## config.mk

```make
export PLATFORM = sky130hd
export DESIGN_NAME = match_timer
export DESIGN_NICKNAME = d
export VERILOG_FILES = /design/src/rtl/match_timer_pkg.sv /design/src/rtl/match_timer_counter.sv /design/src/rtl/match_timer_cmp.sv /design/src/rtl/match_timer_status.sv /design/src/rtl/match_timer.sv
export SDC_FILE = /design/constraint.sdc
export NUM_CORES = 1
export LEC_CHECK = 0
export BUFFER_PORTS_ARGS = -buffer_cell sky130_fd_sc_hd__buf_4
export CORE_ASPECT_RATIO = 1.4
export CORE_MARGIN = 3
export CORE_UTILIZATION = 55
export CTS_CLUSTER_DIAMETER = 30
export CTS_CLUSTER_SIZE = 12
export DETAILED_ROUTE_END_ITERATION = 16
export GPL_TIMING_DRIVEN = 0
export PLACE_DENSITY = 0.79
export SLEW_MARGIN = 10
export SYNTH_ARGS = -nofsm -noshare
export SYNTH_HDL_FRONTEND = slang
export SYNTH_SLANG_ARGS = --single-unit
```

## constraint.sdc

```tcl
create_clock -name clk_i -period 6 [get_ports clk_i]
set_input_delay 0.6 -clock clk_i [delete_from_list [all_inputs] [get_ports clk_i]]
set_output_delay 0.6 -clock clk_i [all_outputs]
set_load 0.03 [all_outputs]
```

## src/rtl/match_timer_pkg.sv

```systemverilog
package match_timer_pkg;
  localparam int DW    = 32;
  localparam int NCMP  = 4;
  localparam int NEXT  = 8;
  localparam int NEVT  = NCMP + NEXT;
  // word offsets; compare channels occupy 0..NCMP-1
  localparam int A_CNT  = 4;
  localparam int A_STAT = 5;
  localparam int A_WDT  = 6;
  localparam int A_IER  = 7;
  localparam int WDT_CH = 3;
endpackage

```

## src/rtl/match_timer_counter.sv

```systemverilog
module match_timer_counter #(
  parameter int W = 32
) (
  input  logic         clk_i,
  input  logic         rst_ni,
  input  logic         tick_i,
  input  logic         load_i,
  input  logic [W-1:0] load_val_i,
  output logic [W-1:0] cnt_o,
  output logic [W-1:0] cnt_next_o,
  output logic         inc_o
);
  logic [W-1:0] cnt_q;

  assign cnt_next_o = cnt_q + W'(1);
  assign inc_o      = tick_i & ~load_i;
  assign cnt_o      = cnt_q;

  always_ff @(posedge clk_i or negedge rst_ni) begin
    if (!rst_ni)     cnt_q <= '0;
    else if (load_i) cnt_q <= load_val_i;
    else if (tick_i) cnt_q <= cnt_next_o;
  end
endmodule

```

## src/rtl/match_timer_cmp.sv

```systemverilog
module match_timer_cmp #(
  parameter int W = 32
) (
  input  logic         clk_i,
  input  logic         rst_ni,
  input  logic         we_i,
  input  logic [W-1:0] wdata_i,
  input  logic         inc_i,
  input  logic [W-1:0] cnt_next_i,
  output logic [W-1:0] val_o,
  output logic         match_o
);
  logic [W-1:0] val_q;

  always_ff @(posedge clk_i or negedge rst_ni) begin
    if (!rst_ni)   val_q <= '0;
    else if (we_i) val_q <= wdata_i;
  end

  // only a counting step can create a match, never a load
  assign match_o = inc_i && (cnt_next_i == val_q);
  assign val_o   = val_q;
endmodule

```

## src/rtl/match_timer_status.sv

```systemverilog
module match_timer_status #(
  parameter int NC = 4,
  parameter int NE = 8
) (
  input  logic           clk_i,
  input  logic           rst_ni,
  input  logic [NC-1:0]  match_i,
  input  logic [NE-1:0]  ext_evt_i,
  input  logic [NC+NE-1:0] ier_i,
  input  logic           clr_we_i,
  input  logic [NC+NE-1:0] clr_data_i,
  output logic [NC+NE-1:0] status_o,
  output logic [NC-1:0]  irq_o,
  output logic           ext_irq_o
);
  localparam int N = NC + NE;

  logic [N-1:0]  stat_q, stat_d, set_v, clr_v;
  logic [NC-1:0] irq_q;
  logic          ext_q;

  assign set_v  = {ext_evt_i, match_i} & ier_i;
  assign clr_v  = clr_we_i ? (clr_data_i & stat_q) : '0;
  assign stat_d = (stat_q & ~clr_v) | set_v;

  always_ff @(posedge clk_i or negedge rst_ni) begin
    if (!rst_ni) begin
      stat_q <= '0;
      irq_q  <= '0;
      ext_q  <= 1'b0;
    end else begin
      stat_q <= stat_d;
      irq_q  <= (irq_q & ~clr_v[NC-1:0]) | set_v[NC-1:0];
      if (|set_v[N-1:NC])
        ext_q <= 1'b1;
      else if ((|clr_v) && !(|stat_d[N-1:NC]))
        ext_q <= 1'b0;
    end
  end

  assign status_o  = stat_q;
  assign irq_o     = irq_q;
  assign ext_irq_o = ext_q;
endmodule

```

## src/rtl/match_timer.sv

```systemverilog
module match_timer
  import match_timer_pkg::*;
#(
  parameter int AW = 6
) (
  input  logic          clk_i,
  input  logic          rst_ni,
  input  logic          tick_i,
  input  logic          reg_we_i,
  input  logic [AW-1:0] reg_addr_i,
  input  logic [DW-1:0] reg_wdata_i,
  output logic [DW-1:0] reg_rdata_o,
  input  logic [NEXT-1:0] ext_evt_i,
  output logic [NCMP-1:0] irq_o,
  output logic          ext_irq_o,
  output logic          wdt_rst_o
);
  logic [DW-1:0]   cnt, cnt_next;
  logic            inc;
  logic [DW-1:0]   cmp_val [NCMP];
  logic [NCMP-1:0] match;
  logic [NEVT-1:0] ier_q, stat;
  logic            wdt_q, wdt_pulse_q, wdt_fire;

  logic we_cnt, we_stat, we_wdt, we_ier;
  assign we_cnt  = reg_we_i && (reg_addr_i == AW'(A_CNT));
  assign we_stat = reg_we_i && (reg_addr_i == AW'(A_STAT));
  assign we_wdt  = reg_we_i && (reg_addr_i == AW'(A_WDT));
  assign we_ier  = reg_we_i && (reg_addr_i == AW'(A_IER));

  match_timer_counter #(.W(DW)) u_cnt (
    .clk_i, .rst_ni, .tick_i,
    .load_i(we_cnt), .load_val_i(reg_wdata_i),
    .cnt_o(cnt), .cnt_next_o(cnt_next), .inc_o(inc)
  );

  for (genvar g = 0; g < NCMP; g++) begin : g_cmp
    match_timer_cmp #(.W(DW)) u_cmp (
      .clk_i, .rst_ni,
      .we_i(reg_we_i && (reg_addr_i == AW'(g))),
      .wdata_i(reg_wdata_i),
      .inc_i(inc), .cnt_next_i(cnt_next),
      .val_o(cmp_val[g]), .match_o(match[g])
    );
  end

  match_timer_status #(.NC(NCMP), .NE(NEXT)) u_stat (
    .clk_i, .rst_ni,
    .match_i(match), .ext_evt_i(ext_evt_i), .ier_i(ier_q),
    .clr_we_i(we_stat), .clr_data_i(reg_wdata_i[NEVT-1:0]),
    .status_o(stat), .irq_o(irq_o), .ext_irq_o(ext_irq_o)
  );

  // watchdog fires on the raw match, independent of the interrupt enable
  assign wdt_fire = match[WDT_CH] & wdt_q;

  always_ff @(posedge clk_i or negedge rst_ni) begin
    if (!rst_ni) begin
      ier_q       <= '0;
      wdt_q       <= 1'b0;
      wdt_pulse_q <= 1'b0;
    end else begin
      if (we_ier) ier_q <= reg_wdata_i[NEVT-1:0];
      wdt_pulse_q <= wdt_fire;
      if (wdt_fire)    wdt_q <= 1'b0;
      else if (we_wdt) wdt_q <= reg_wdata_i[0];
    end
  end
  assign wdt_rst_o = wdt_pulse_q;

  always_comb begin
    reg_rdata_o = '0;
    if (reg_addr_i < AW'(NCMP)) reg_rdata_o = cmp_val[reg_addr_i[1:0]];
    else if (reg_addr_i == AW'(A_CNT))  reg_rdata_o = cnt;
    else if (reg_addr_i == AW'(A_STAT)) reg_rdata_o = DW'(stat);
    else if (reg_addr_i == AW'(A_WDT))  reg_rdata_o = DW'(wdt_q);
    else if (reg_addr_i == AW'(A_IER))  reg_rdata_o = DW'(ier_q);
  end
endmodule

```

==> flow_summary.toml <==
[run_status]
run_status = "complete, no violations"

[global_routing]
first_global_vias = 11100
grt_max_degree = 100
grt_first_pass_wirelength_um = 68900
grtUsageTotal_pct = 36.4
grt_overflow = 0
antenna_found_initial = 0

[floorplan]
initial_utilization_pct = 56.6
fp-row-count = 65
floorplan_die_width_um = 136
die_h_um = 187
core_um2 = 22900
total_die_area_um2 = 25400
ios = 88

[sta]
timing.clock.skew_ns = 0.0103
max_freq_mhz = 213
slew_headroom_pct = 15.3
slew_violations = 0
timing.final.setup_violations = 0
worstMarginPinSlew_ns = 1.26
grt_setup_unrepaired = "false"
layout_setup_ws_ns = 1.31
final-hold-violation-count = 0
post-route-min-period_ns = 4.69
holdWs_ns = 0.169
final.setup.tns_ns = 0
portion_of_the_clock_cycle_consumed_by_the_worst_path_in_the_final_layout_pct = 78.2

[worst_setup_path]
critPathLaunch = "u_cnt.cnt_o[1]"
crit-reg2reg-capture = "u_stat.irq_o[1]"
timing.rr.start = "u_cnt.cnt_o[1]"
capturing_element_of_the_worst_setup_path = "u_stat.irq_o[1]"
timing.critical_path.required_ns = 6.40
timing.critical_path.from_type = "flip-flop"
worst_setup_path_end_kind = "flip-flop"
ff2ff_setup_slack_ns = 1.31
critical_path_arrival_ns = 5.09
reg2regPathDepth = 11
timing.setup.critical_path_class = "reg -> reg"
timing.critical_path.fanout_max = 10

[power]
power.switching_fraction_pct = 36.2
total_leakage_power_nw = 6.19
clkPwrFrac_pct = 27.8
power_mw = 4.77
p_per_area_nw_per_um2 = 326
netSwitchingPower_mw = 1.73
p_int_mw = 3.04
power_frac_seq_pct = 36.2
comb_power_share_pct = 36.1
worst_ir_drop_vdd_mv = 0.228

[clock_network]
holdBufCountCts = 0
postCtsSetupRepairBufs = 0
clk_pin_slew_ns = 0.07
insertion_delay_ns = 0.46
clock_tree_from_tritoncts = "done"
post_cts_resize_count = 0
cts-htree-levels = 4
cts.path.max_buffers = 2
clock_sinks = 191
root_buffer = "sky130_fd_sc_hd__clkbuf_16"
cts_made_buffers = 17

[logic_synthesis]
ys_ff_latch = 191
synth_edf_count = 0
syn-instance-count = 1219
post_synth_and_or_nand_nor_area_fraction_pct = 14.0
synth-adder-area-share_pct = 0.0968
post_synth_mux_area_share_pct = 19.5
area_fraction_in_compound_gates_after_synthesis_pct = 11.5
asyncSetResetFlopFracSynth_pct = 100
mappedNetlistArea_um2 = 12900
synth_cell_type_count = 77
yosys_most_used_dff = "sky130_fd_sc_hd__dfrtp_1"
main_combinational_cell_family_by_area_after_synthesis = "multiplexers"
post_synth_xor_area_fraction_pct = 14.2
syn_nets = 1270
syn_avg_cell_area_um2 = 10.6
synth_sequential_area_ratio_pct = 37.0
yosys_warnings = 0

[flow_run]
max-cap-violations = 0

[routing]
drt_iter0_drc = 1049
drt_first_pass_iters = 8
drc = 0
ant_nets = 0
routed_via_density = 6.60
detail_route.wirelength_um = 45800
routedWlPerCell_um = 28.0
vias = 10800

[cells_and_area]
insertedDiodeCount = 0
filler_cell_count = 1862
drive_gt1_share_pct = 26.0
final_area_um2 = 14600
area_growth_syn_to_layout_pct = 13.2
layout_nets = 1372

[place]
detailed_place_hpwl_um = 34700
placedInstanceArea_um2 = 14000
globalplace.congestion = 1.03
dpl_worst_slack_ns = 1.43
buffer_ports.inserted = 82

[hold_path]
hold_class = "in -> async"
## state kept, by name, indices dropped and copies added, names as in the netlist
name,count
wdt_q,1
wdt_rst_o,1
ier_q,12
u_stat.status_o,12
u_stat.ext_irq_o,1
g_cmp.u_cmp.val_o,128
u_cnt.cnt_o,32
u_stat.irq_o,4
## per-layer routing
metal  wire [um]  track usage, %  part of all wire, %
met5           0               0                    0
met1       16900            43.2                   37
met4        3220            22.4                  7.0
met2       22900            61.4                   50
met3        2860            5.89                  6.2
## power by group through the flow
stage	sequential, mW	combinational [mW]	clock [mW]
global placement	1.73	1.65	0
CTS	1.71	1.69	1.33
detailed placement	1.74	1.67	0
global route	1.74	1.83	1.37
finish	1.72	1.72	1.32
floorplan	1.65	1.20	0
## placed cells by master, fill, tap and decap left out, types with 16 or more instances in the layout
cell / n
sky130_fd_sc_hd__mux2_2: 152
sky130_fd_sc_hd__a22o_1: 33
sky130_fd_sc_hd__mux4_2: 33
sky130_fd_sc_hd__nand4_1: 24
sky130_fd_sc_hd__nand2_1: 83
sky130_fd_sc_hd__nor2_1: 63
sky130_fd_sc_hd__clkbuf_16: 17
sky130_fd_sc_hd__o21ai_0: 47
sky130_fd_sc_hd__a21oi_1: 43
sky130_fd_sc_hd__clkbuf_1: 62
sky130_fd_sc_hd__buf_4: 86
sky130_fd_sc_hd__xnor2_1: 106
sky130_fd_sc_hd__dfrtp_1: 191
sky130_fd_sc_hd__xnor3_1: 20
sky130_fd_sc_hd__nor4_1: 19
sky130_fd_sc_hd__nand3_1: 31
sky130_fd_sc_hd__buf_2: 19
sky130_fd_sc_hd__xor2_1: 51
sky130_fd_sc_hd__and3_1: 16
## kinds of logic after synthesis
kind of cell             after synthesis
multiplexers                         191
AO/OA/AOI/OAI                        214
XOR/XNOR                             178
flip-flops                           191
buffers and inverters                114
AND/OR/NAND/NOR                      330
adder cells (fa/ha/maj)                1
## worst min-delay path by stage
stage / startpoint / endpoint / slack (ns) / cells after the start
after global routing: rst_ni / u_stat.status_o[0] / 0.24 / 1
final: rst_ni / u_stat.irq_o[1] / 0.17 / 1
after detailed placement: u_stat.irq_o[2] / u_stat.irq_o[2] / 0.47 / 1
after CTS: rst_ni / u_stat.irq_o[1] / 0.21 / 1
after floorplan: rst_ni / g_cmp[0].u_cmp.val_o[0] / 0.30 / 0
after global placement: u_stat.irq_o[2] / u_stat.irq_o[2] / 0.46 / 1
## cell type report
type / instances / area [um^2] / share of cell area (%)
Buffer: 99 / 429 / 2.93
Clock buffer: 21 / 470 / 3.22
Clock inverter: 11 / 200 / 1.37
Inverter: 15 / 56.3 / 0.385
Multi-Input combinational cell: 914 / 7670 / 52.4
Sequential cell: 191 / 4780 / 32.7
Tap cell: 301 / 377 / 2.57
Timing Repair Buffer: 83 / 651 / 4.45
## cells in the mapped netlist, drive strengths merged (7+ instances only)
| library cell | number | area share [%] |
|---|---|---|
| dfrtp | 191 | 37 |
| mux2 | 152 | 13 |
| xnor2 | 107 | 7.3 |
| nand2 | 83 | 2.4 |
| nor2 | 63 | 1.8 |
| clkbuf | 61 | 1.8 |
| xor2 | 51 | 3.5 |
| o21ai | 48 | 1.9 |
| a21oi | 43 | 1.7 |
| buf | 38 | 1.5 |
| a22o | 33 | 2.2 |
| mux4 | 33 | 5.7 |
| nand3 | 33 | 1.4 |
| nand4 | 27 | 1.5 |
| nor4 | 23 | 1.4 |
| xnor3 | 20 | 3.5 |
| nor3 | 19 | 1.0 |
| and3 | 16 | 0.77 |
| inv | 15 | 0.44 |
| a22oi | 13 | 0.75 |
| or4 | 11 | 0.64 |
| and2 | 10 | 0.48 |
| and4 | 9 | 0.61 |
| nand2b | 9 | 0.44 |
| a21o | 7 | 0.41 |
| nor2b | 7 | 0.34 |
| o31ai | 7 | 0.41 |
## worst max-delay path, cell delays in order (launching register included)
cell,delay (ns)
sky130_fd_sc_hd__dfrtp_1,0.51
sky130_fd_sc_hd__ha_1,0.50
sky130_fd_sc_hd__and3_1,0.23
sky130_fd_sc_hd__buf_4,0.18
sky130_fd_sc_hd__and4_1,0.45
sky130_fd_sc_hd__buf_2,0.41
sky130_fd_sc_hd__o32ai_1,0.12
sky130_fd_sc_hd__or4_1,0.44
sky130_fd_sc_hd__nor4_1,0.42
sky130_fd_sc_hd__nand4_1,0.22
sky130_fd_sc_hd__nor4_1,0.99
sky130_fd_sc_hd__a21o_1,0.15
## through the flow
stage / utilization [%] / instances
final: 64.0 / 1635
after global routing: 64.0 / 1635
after CTS: 64.0 / 1635
after detailed placement: 61.1 / 1603
after global placement: 60.9 / 1602
after floorplan: - / 1219
Power figures use the tool's default switching activity.
